--- config.mk ---
export PLATFORM = sky130hd
export DESIGN_NAME = ser10_tx
export DESIGN_NICKNAME = d
export VERILOG_FILES = /design/src/rtl/ser10_pkg.sv /design/src/rtl/ser10_in_reg.sv /design/src/rtl/ser10_shifter.sv /design/src/rtl/ser10_out_stage.sv /design/src/rtl/ser10_tx.sv
export SDC_FILE = /design/constraint.sdc
export NUM_CORES = 1
export LEC_CHECK = 0
export ABC_CLOCK_PERIOD_IN_PS = 1800
export BUFFER_PORTS_ARGS = -buffer_cell sky130_fd_sc_hd__buf_4
export CAP_MARGIN = 20
export CELL_PAD_IN_SITES_DETAIL_PLACEMENT = 1
export CELL_PAD_IN_SITES_GLOBAL_PLACEMENT = 2
export CORE_MARGIN = 5
export CORE_UTILIZATION = 37
export DETAILED_ROUTE_END_ITERATION = 7
export GPL_TIMING_DRIVEN = 0
export PLACE_DENSITY = 0.82
export SYNTH_ARGS = -nofsm -noshare
export SYNTH_HDL_FRONTEND = slang
export SYNTH_HIERARCHICAL = 1
export SYNTH_SLANG_ARGS = --single-unit
export TNS_END_PERCENT = 1
--- constraint.sdc ---
create_clock -name clk_i -period 1.8 [get_ports clk_i]
set_input_delay 0.09 -clock clk_i [delete_from_list [all_inputs] [get_ports clk_i]]
set_output_delay 0.09 -clock clk_i [all_outputs]
set_load 0.005 [all_outputs]
--- src/rtl/ser10_pkg.sv ---
package ser10_pkg;

  // serial output triple produced by the output stage
  typedef struct packed {
    logic p;
    logic n;
    logic lb;
  } ser_out_t;

  localparam ser_out_t SER_OUT_RST = '{p: 1'b0, n: 1'b1, lb: 1'b0};

endpackage

--- src/rtl/ser10_in_reg.sv ---
module ser10_in_reg #(
  parameter int unsigned W = 10
) (
  input  logic         clk_i,
  input  logic         rst_ni,
  input  logic         stb_i,
  input  logic [W-1:0] word_i,
  output logic [W-1:0] word_o,
  output logic         vld_o
);

  logic [W-1:0] word_q;
  logic         vld_q;

  always_ff @(posedge clk_i or negedge rst_ni) begin
    if (!rst_ni) begin
      word_q <= '0;
      vld_q  <= 1'b0;
    end else if (stb_i) begin
      word_q <= word_i;
      vld_q  <= 1'b1;
    end
  end

  assign word_o = word_q;
  assign vld_o  = vld_q;

endmodule

--- src/rtl/ser10_shifter.sv ---
module ser10_shifter #(
  parameter int unsigned W = 10
) (
  input  logic         clk_i,
  input  logic         rst_ni,
  input  logic         stb_i,
  input  logic [W-1:0] word_i,
  input  logic         vld_i,
  output logic         bit_o,
  output logic         act_o
);

  localparam int unsigned CNT_W = (W > 1) ? $clog2(W) : 1;
  localparam logic [CNT_W-1:0] LAST = CNT_W'(W - 1);

  logic [W-1:0]     sh_q;
  logic [CNT_W-1:0] cnt_q;
  logic             act_q;

  always_ff @(posedge clk_i or negedge rst_ni) begin
    if (!rst_ni) begin
      sh_q  <= '0;
      cnt_q <= '0;
      act_q <= 1'b0;
    end else if (stb_i) begin
      // held word from previous strobe starts now
      sh_q  <= word_i;
      cnt_q <= '0;
      act_q <= vld_i;
    end else if (act_q) begin
      if (cnt_q == LAST) begin
        act_q <= 1'b0;
      end else begin
        sh_q  <= sh_q >> 1;
        cnt_q <= cnt_q + 1'b1;
      end
    end
  end

  assign bit_o = sh_q[0];
  assign act_o = act_q;

endmodule

--- src/rtl/ser10_out_stage.sv ---
module ser10_out_stage
  import ser10_pkg::*;
(
  input  logic clk_i,
  input  logic rst_ni,
  input  logic bit_i,
  input  logic act_i,
  input  logic lpbk_i,
  output logic line_p_o,
  output logic line_n_o,
  output logic lpbk_o
);

  ser_out_t out_q, out_d;
  logic     data_bit;

  always_comb begin
    data_bit = act_i & bit_i;
    out_d.p  = lpbk_i | data_bit;
    out_d.n  = ~(lpbk_i | data_bit);
    out_d.lb = lpbk_i & data_bit;
  end

  always_ff @(posedge clk_i or negedge rst_ni) begin
    if (!rst_ni) out_q <= SER_OUT_RST;
    else         out_q <= out_d;
  end

  assign line_p_o = out_q.p;
  assign line_n_o = out_q.n;
  assign lpbk_o   = out_q.lb;

endmodule

--- src/rtl/ser10_tx.sv ---
module ser10_tx #(
  parameter int unsigned WORD_W = 10
) (
  input  logic              clk_i,
  input  logic              rst_ni,
  input  logic              word_stb_i,
  input  logic [WORD_W-1:0] word_i,
  input  logic              lpbk_i,
  output logic              line_p_o,
  output logic              line_n_o,
  output logic              lpbk_o
);

  logic [WORD_W-1:0] in_word;
  logic              in_vld;
  logic              sh_bit;
  logic              sh_act;

  ser10_in_reg #(.W(WORD_W)) u_in_reg (
    .clk_i  (clk_i),
    .rst_ni (rst_ni),
    .stb_i  (word_stb_i),
    .word_i (word_i),
    .word_o (in_word),
    .vld_o  (in_vld)
  );

  ser10_shifter #(.W(WORD_W)) u_shifter (
    .clk_i  (clk_i),
    .rst_ni (rst_ni),
    .stb_i  (word_stb_i),
    .word_i (in_word),
    .vld_i  (in_vld),
    .bit_o  (sh_bit),
    .act_o  (sh_act)
  );

  ser10_out_stage u_out (
    .clk_i    (clk_i),
    .rst_ni   (rst_ni),
    .bit_i    (sh_bit),
    .act_i    (sh_act),
    .lpbk_i   (lpbk_i),
    .line_p_o (line_p_o),
    .line_n_o (line_n_o),
    .lpbk_o   (lpbk_o)
  );

endmodule

==> results of run 1 <==
==> worst paths after layout <==
check	start	endpoint	slack, ns	cells after the start
worst max-delay path	u_shifter/cnt_q[0]	u_shifter/sh_q[2]	0.29	5
worst min-delay path	word_stb_i	u_in_reg/vld_o	0.19	3
worst max register to register	u_shifter/cnt_q[0]	u_shifter/sh_q[2]	0.29	5
worst min register to register	u_in_reg/vld_o	u_in_reg/vld_o	0.47	1
max in group asynchronous	rst_ni	u_out/line_n_o	1.29	2
min in group asynchronous	rst_ni	u_shifter/cnt_q[0]	0.21	2
==> critical path, stage by stage (launching register included) <==
cell      delay, ns
dfrtp_1        0.44
ha_1           0.25
and3b_1        0.22
clkbuf_2       0.19
o21ai_0        0.21
a21oi_1        0.09
==> stage by stage <==
step | cells | worst slack [ns] | power [mW] | util
5_1_grt | 193 | 0.1253 | 1.723 | 0.5081
3_3_place_gp | 172 | 0.3640 | 0.9486 | 0.4383
2_1_floorplan | 110 | 0.4952 | 0.8783 | -
3_5_place_dp | 172 | 0.2990 | 0.9586 | 0.4383
6_report | 193 | 0.2890 | 1.642 | 0.5081
4_1_cts | 193 | 0.2742 | 1.672 | 0.5081
==> where the power goes <==
group / switching [mW] / internal (mW) / leakage, nW / total (mW)
sequential: 0.0400 / 0.718 / 0.340 / 0.758
clock: 0.244 / 0.430 / 0.0552 / 0.674
combinational: 0.0878 / 0.121 / 0.357 / 0.209
==> per-layer routing <==
metal	up-vias	routed length, µm	global-route usage
met2	19	1352	0.2452
met4	0	64	0.06569
met5	-	0	0
li1	463	-	-
met3	7	135	0.04862
met1	491	1228	0.1560
==> sequential cells by signal (all words and copies together), names as in the netlist <==
| signal | count |
|---|---|
| u_in_reg/word_o | 10 |
| u_out/lpbk_o | 1 |
| u_shifter/act_o | 1 |
| u_out/line_p_o | 1 |
| u_out/line_n_o | 1 |
| u_shifter/cnt_q | 4 |
| u_in_reg/vld_o | 1 |
| u_shifter/sh_q | 10 |
==> final cells by class <==
class / instances / area share
Buffer: 8 / 0.02362
Tap cell: 46 / 0.03395
Inverter: 2 / 0.004428
Timing Repair Buffer: 29 / 0.1476
Clock buffer: 5 / 0.02214
Sequential cell: 29 / 0.4288
Clock inverter: 3 / 0.03838
Multi-Input combinational cell: 71 / 0.3011
==> cell usage in the layout (no fill, tap or decap), drive strengths merged <==
| cell | instances |
|---|---|
| a211o | 1 |
| clkinv | 1 |
| nand4 | 1 |
| bufinv | 2 |
| nand2 | 4 |
| dfstp | 1 |
| a21oi | 13 |
| buf | 18 |
| ha | 2 |
| nand3b | 1 |
| or2 | 1 |
| xor2 | 1 |
| o31ai | 1 |
| and3 | 1 |
| inv | 2 |
| mux2 | 10 |
| nor2b | 9 |
| dfrtp | 28 |
| nor2 | 1 |
| dlygate4sd3 | 13 |
| clkbuf | 11 |
| a311oi | 1 |
| o21ai | 12 |
| and3b | 1 |
| a31oi | 9 |
| a21o | 1 |
| or3 | 1 |
==> cells by family after synthesis <==
| logic type | synth area share |
|---|---|
| AND/OR/NAND/NOR | 0.09056 |
| AO/OA/AOI/OAI | 0.1665 |
| adder cells (fa/ha/maj) | 0.01947 |
| XOR/XNOR | 0.006817 |
| buffers and inverters | 0.03700 |
| multiplexers | 0.1139 |
| flip-flops | 0.5657 |
==> timing repair <==
action                                 in CTS  in global routing
hold buffers                               13                  0
endpoints found under the hold margin      42                  0
gates resized for setup                     0                  0
==> flow_metrics.tcl, run 1 <==
set metrics [dict create \
    drc 0 \
    cts_tree "yes" \
    tightest_slew_ns 0.4701 \
    drtIter0Drc 26 \
    start_util 0.3851 \
    grt_pass1_vias 1064 \
    multiInputGateArea_um2 510.5 \
    synth_seq_area_share 0.5657 \
    rsz0062_at_grt "false" \
    synthTopCellsByArea "dfrtp_1 55%, mux2_4 11%, a21oi_1 5.1%" \
    status "finished, final reports clean" \
    clock_latency_ns 0.34 \
    cp.arrival_ns 1.74 \
    ir_worst_vdd_v 0.0005445 \
    yosysWarnings 6 \
    cts_max_level 2 \
    drt-total-wl_um 2780 \
    dieHeight_um 68.93 \
    finalSetupViolCount 0 \
    yosys.area.top_type "dfrtp_1" \
    fp.coreArea_mm2 0.003337 \
    pin_count 17 \
    start_kind "register" \
    fp.dieW_um 68.93 \
    fin_crit_sh 0.8394 \
    grt_overflow 0 \
    vias 980 \
    async_flop_share 1.000 \
    drtPass1Iterations 4 \
    critPathMaxFanout 10 \
    ys_seq_elements 29 \
    synthTopCellsByCount "28 x dfrtp_1, 13 x a21oi_1, 12 x o21ai_0" \
    leakage_nw 0.7519 \
    syn_nets 126 \
    finalClockSkew_ns 0.01080 \
    diodes 0 \
    vias_per_cell 5.078 \
    finalSetupTns_ns 0 \
    slew_violations 0 \
    register_area_um2 726.9 \
    synth_edf_count 0 \
    relSlewSlack 0.6866 \
    layout-drive-gt1-share 0.2585 \
    period_minus_slack_ns 1.511 \
    clock-sinks 29 \
    synth.distinct_cells 27 \
    ant_nets 0 \
    dp_hpwl_um 1764 \
    grt_max_degree 30 \
    yosysMostFrequentCell "dfrtp_1" \
    antenna_found_initial 0 \
    p_per_area_mw_per_mm2 968.4 \
    syn2layout_area_growth_pct 31.94 \
    syn_area_per_cell_um2 11.68 \
    required_ns 2.03 \
    postPlaceCellArea_mm2 0.001463 \
    hp-class "in2reg" \
    synth_top_area_frac 0.5453 \
    max_cap_violations 0 \
    die_area_mm2 0.004751 \
    end_kind "register" \
    rows 21 \
    cts_buffer_depth 2 \
    port_buffers 16 \
    syn_inst 110 \
    hold_viol_final 0 \
    nets 162 \
    root_buffer "clkbuf_4" \
    clk_pin_slew_ns 0.10 \
    gr-usage-all-layers 0.1420 \
    syn_area_mm2 0.001285 \
    design_area_mm2 0.001695 \
    fmax_mhz 661.8 \
    wl_per_cell_um 14.40 \
    finalWeightedCongestion 0.7250 \
    hold_slack_ns 0.1872 \
    cts_buffers 5 \
    crit_type "reg2reg" \
    nFillCells 368 \
    ys.flop_type "dfrtp_1" \
    grt_pass1_wl_um 4754 \
    post_cts.repair.setup_buffers 0 \
]
Power figures use the tool's default switching activity.
==> run 2: changes to the inputs <==
ABC_CLOCK_PERIOD_IN_PS = 1400   (was 1800)
clock period = 1.4 ns   (was 1.8 ns; I/O delays follow)
==> flow_metrics.tcl, run 2 (synthesis gave the netlist of run 1 again) <==
set metrics [dict create \
    crit_slowest_cell "dfrtp_1" \
    ir_worst_vdd_v 0.0006322 \
    most-common-layout-cells "28 x dfrtp_1, 18 x buf_4, 13 x dlygate4sd3_1" \
    nets 165 \
    cp_cell_sequence "ha_4 -> and3b_2 -> buf_6 -> o21ai_0 -> a21oi_1" \
    cp.arrival_ns 1.65 \
    fp.coreArea_mm2 0.003337 \
    pwr-share-clk 0.399 \
    status "complete, but fails checks" \
    drt-total-wl_um 3208 \
    gr-usage-all-layers 0.1427 \
    vias 1000 \
    cts_buffer_depth 2 \
    violations "setup timing" \
    required_ns 1.64 \
    clock-sinks 29 \
    rows 21 \
    pin_count 17 \
    grt_pass1_vias 1058 \
    die_area_mm2 0.004751 \
    fin_crit_sh 1.010 \
    top_usage_layer "met2" \
    diodes 0 \
    finalSetupTns_ns -0.01371 \
    relSlewSlack 0.4886 \
    hp-class "in2reg" \
    start_kind "register" \
    nFillCells 357 \
    seqPwrFrac 0.450 \
    cts_tree "yes" \
    crit_type "reg2reg" \
    p_per_area_mw_per_mm2 1189 \
    grt_max_degree 30 \
    design_area_mm2 0.001848 \
    wl_per_cell_um 16.37 \
    grt_overflow 0 \
    final_common_cell "dfrtp_1" \
    critPathMaxFanout 10 \
    drtPass1Iterations 4 \
    fp.dieW_um 68.93 \
    finalClockSkew_ns 0.01781 \
    comb_power_share 0.152 \
    clock_latency_ns 0.35 \
    slew_violations 0 \
    setup_ws_ns -0.01371 \
    crit_family "flip-flops" \
    end_kind "register" \
    fin_util 0.5538 \
    ant_nets 0 \
    use_met1 0.1600 \
    p_switching_mw 0.5312 \
    start_util 0.3851 \
    cts_buffers 5 \
    max_cap_violations 0 \
    p_int_mw 1.666 \
    power_mw 2.197 \
    syn2layout_area_growth_pct 43.82 \
    clk_pin_slew_ns 0.11 \
    rsz0062_at_grt "true" \
    use_met2 0.2429 \
    postPlaceCellArea_mm2 0.001463 \
    drc 0 \
    layout-drive-gt1-share 0.3800 \
    period_minus_slack_ns 1.414 \
    vias_per_cell 5.102 \
    hold_viol_final 0 \
    drtIter0Drc 31 \
    tightest_slew_ns 0.7671 \
    p_sw_frac 0.2418 \
    root_buffer "clkbuf_4" \
    dp_hpwl_um 1764 \
    use_met3 0.04862 \
    cpPeakStageDelay_ns 0.43 \
    finalSetupViolCount 1 \
    leakage_nw 0.7887 \
    antenna_found_initial 0 \
    cts_max_level 2 \
    dieHeight_um 68.93 \
    grt_pass1_wl_um 4754 \
    finalWeightedCongestion 0.7250 \
    crit_buf_inv 1 \
    fmax_mhz 707.4 \
    port_buffers 16 \
]
==> run 2: changes by cell type in the layout (fill, tap and decap cells not counted), moves of 5 or more <==
| cell | change |
|---|---|
| a31oi_1 | -5 |
| a21oi_2 | +5 |
| a21oi_1 | -5 |
| o21ai_1 | +6 |
| a31oi_4 | +5 |
| o21ai_0 | -7 |
==> run 2: metrics by stage <==
stage	instances	setup slack, ns	hold WS (ns)
floorplan	110	0.09517	-0.2256
global placement	172	-0.03597	0.01545
detailed placement	172	-0.1010	0.02087
CTS	195	-0.002367	0.1483
global route	196	-0.08849	0.1728
finish	196	-0.01371	0.1638
==> run 2: worst paths after layout <==
path	slack [ns]	cells past startpoint	endpoint	start
setup / recovery	-0.01	5	u_shifter/sh_q[1]	u_shifter/cnt_q[0]
hold reg to reg	0.47	1	u_in_reg/vld_o	u_in_reg/vld_o
setup reg to reg	-0.01	5	u_shifter/sh_q[1]	u_shifter/cnt_q[0]
min in group asynchronous	0.17	2	u_shifter/cnt_q[1]	rst_ni
hold / removal	0.16	3	u_in_reg/vld_o	word_stb_i
max in group asynchronous	0.91	2	u_out/line_n_o	rst_ni
==> run 2: power groups by stage <==
| stage | Combinational, mW | Sequential, mW | Clock, mW |
|---|---|---|---|
| 2_1_floorplan | 0.151 | 0.978 | 0 |
| 3_3_place_gp | 0.232 | 0.988 | 0 |
| 3_5_place_dp | 0.240 | 0.992 | 0 |
| 4_1_cts | 0.286 | 0.973 | 0.902 |
| 5_1_grt | 0.371 | 0.998 | 0.934 |
| 6_report | 0.333 | 0.988 | 0.876 |
==> run 2: final cells by class <==
type	instances	area [µm²]	area share
sequential	29	726.9	0.3934
multi-input combinational	71	621.8	0.3365
timing repair buffer	32	276.5	0.1496
clock inverter	3	65.06	0.03521
tap	46	57.56	0.03114
buffer	8	55.05	0.02979
clock buffer	5	37.54	0.02031
inverter	2	7.507	0.004062
==> run 2: what timing repair did <==
item / 4_1_cts / 5_1_grt
hold endpoints to repair: 42 / 0
setup endpoints to repair: 10 / 12
gates resized for setup: 5 / 33
hold buffers: 13 / 0
pin swaps: 0 / 8
setup buffers: 2 / 0
cloned: 0 / 1
==> run 2: layer usage <==
layer / routed length, µm / part of all wire / up-vias
li1: - / - / 470
met1: 1325 / 0.41 / 501
met2: 1668 / 0.52 / 21
met3: 148 / 0.046 / 8
met4: 66 / 0.021 / 0
met5: 0 / 0 / -
==> run 2: worst reg2reg max path, delay by kind of cell (launching register included) <==
family / cells / cell delay [ns]
buffers and inverters: 1 / 0.15
and+or+nand+nor: 1 / 0.24
adders and majority gates: 1 / 0.18
DFF: 1 / 0.43
AOI/OAI and AO/OA: 2 / 0.31
==> run 3: changes to the inputs <==
MAX_ROUTING_LAYER = met4   (was default)
==> flow_metrics.tcl, run 3 (synthesis gave the netlist of run 1 again) <==
set metrics [dict create \
    status "complete, but fails checks" \
    violations "setup timing" \
    layout-drive-gt1-share 0.3800 \
    setup_ws_ns -0.01349 \
    slew_violations 0 \
    drt-total-wl_um 3203 \
    cts_buffer_depth 2 \
    vias_per_cell 5.128 \
    whs_endpoint "u_in_reg/vld_o" \
    dp_hpwl_um 1764 \
    r2r_start "u_shifter/cnt_q[0]" \
    grt_pass1_vias 1058 \
    drc 0 \
    end_kind "register" \
    start_util 0.3851 \
    grt_max_degree 30 \
    gr-usage-all-layers 0.1467 \
    r2r-end "u_shifter/sh_q[1]" \
    crit_type "reg2reg" \
    hp-class "in2reg" \
    root_buffer "clkbuf_4" \
    clock-sinks 29 \
    antenna_found_initial 0 \
    required_ns 1.64 \
    p_switching_mw 0.5316 \
    rows 21 \
    pwr-share-clk 0.399 \
    cts_max_level 2 \
    p_per_area_mw_per_mm2 1189 \
    comb_power_share 0.151 \
    drtPass1Iterations 4 \
    hold_start "word_stb_i" \
    drtIter0Drc 33 \
    cts_buffers 5 \
    fmax_mhz 707.5 \
    seqPwrFrac 0.449 \
    grt_overflow 0 \
    finalWeightedCongestion 0.7337 \
    syn2layout_area_growth_pct 43.82 \
    pin_count 17 \
    fp.coreArea_mm2 0.003337 \
    p_int_mw 1.666 \
    ant_nets 0 \
    die_area_mm2 0.004751 \
    start_kind "register" \
    most-common-layout-cells "28 x dfrtp_1, 18 x buf_4, 13 x dlygate4sd3_1" \
    nets 165 \
    finalSetupTns_ns -0.01349 \
    clock_latency_ns 0.35 \
    vias 1005 \
    rsz0062_at_grt "true" \
    cp.arrival_ns 1.65 \
    grt_pass1_wl_um 4754 \
    power_mw 2.197 \
    hold_viol_final 0 \
    finalClockSkew_ns 0.01798 \
    fin_crit_sh 1.010 \
    critPathMaxFanout 10 \
    ir_worst_vdd_v 0.0006318 \
    port_buffers 16 \
    fp.dieW_um 68.93 \
    min_path_cells 3 \
    dieHeight_um 68.93 \
    tightest_slew_ns 0.7670 \
    r2r_cells 5 \
    cts_tree "yes" \
    finalSetupViolCount 1 \
    final_common_cell "dfrtp_1" \
    period_minus_slack_ns 1.413 \
    clk_pin_slew_ns 0.11 \
    max_cap_violations 0 \
    r2r_slack_ns -0.01 \
    diodes 0 \
    p_sw_frac 0.2419 \
    wl_per_cell_um 16.34 \
    relSlewSlack 0.4887 \
    leakage_nw 0.7887 \
]
## run 3: worst max-delay path by stage
stage,cells after the start,to,slack [ns],start
2_1_floorplan,4,u_shifter/cnt_q[0],0.1,u_shifter/cnt_q[0]
3_3_place_gp,5,u_shifter/sh_q[5],-0.04,u_shifter/cnt_q[0]
4_1_cts,5,u_shifter/sh_q[4],-0.002,u_shifter/cnt_q[0]
6_report,5,u_shifter/sh_q[1],-0.01,u_shifter/cnt_q[0]
5_1_grt,6,u_shifter/sh_q[1],-0.09,u_shifter/cnt_q[1]
3_5_place_dp,5,u_shifter/sh_q[2],-0.10,u_shifter/cnt_q[0]
## run 3: stage by stage
stage	hold WS, ns	area (µm²)	setup WS (ns)	cells	utilization
after floorplan	-0.2256	1285	0.09517	110	-
after global placement	0.01545	1463	-0.03597	172	0.4383
after detailed placement	0.02087	1463	-0.1010	172	0.4383
after CTS	0.1483	1713	-0.002367	195	0.5133
after global routing	0.1728	1848	-0.08845	196	0.5538
final	0.1637	1848	-0.01349	196	0.5538
## run 3: timing repair
| action | 4_1_cts | 5_1_grt |
|---|---|---|
| resized for setup | 5 | 33 |
| buffers inserted | 2 | 0 |
| pin swaps | 0 | 8 |
| hold endpoints to repair | 42 | 0 |
| hold buffers | 13 | 0 |
| setup endpoints to repair | 10 | 12 |
| cloned | 0 | 1 |
## run 3: power groups by stage
stage               Sequential [mW]  Clock (mW)  Combinational [mW]
floorplan                     0.978           0               0.151
global placement              0.988           0               0.232
detailed placement            0.992           0               0.240
CTS                           0.973       0.902               0.286
global route                  0.998       0.934               0.370
finish                        0.988       0.877               0.333
## run 3: worst max-delay path, cell delays in order, from the launching register on
cell	delay (ns)
dfrtp_1	0.43
ha_4	0.18
and3b_2	0.24
buf_6	0.15
o21ai_0	0.21
a21oi_1	0.10
## run 3: cell type report
type	count	area, µm²
flip-flops and latches	29	726.9
plain buffers	8	55.05
clock buffers	5	37.54
multi-input cells	71	621.8
fillers	357	1489
well taps	46	57.56
inverters	2	7.507
clock inverters	3	65.06
repair buffers	32	276.5
## run 3: layer usage
layer / share of wire / track usage / vias to the layer above
met5: 0 / - / -
met4: 0.023 / 0.06569 / 0
met2: 0.52 / 0.2429 / 21
met1: 0.41 / 0.1600 / 503
li1: - / - / 471
met3: 0.046 / 0.04862 / 10
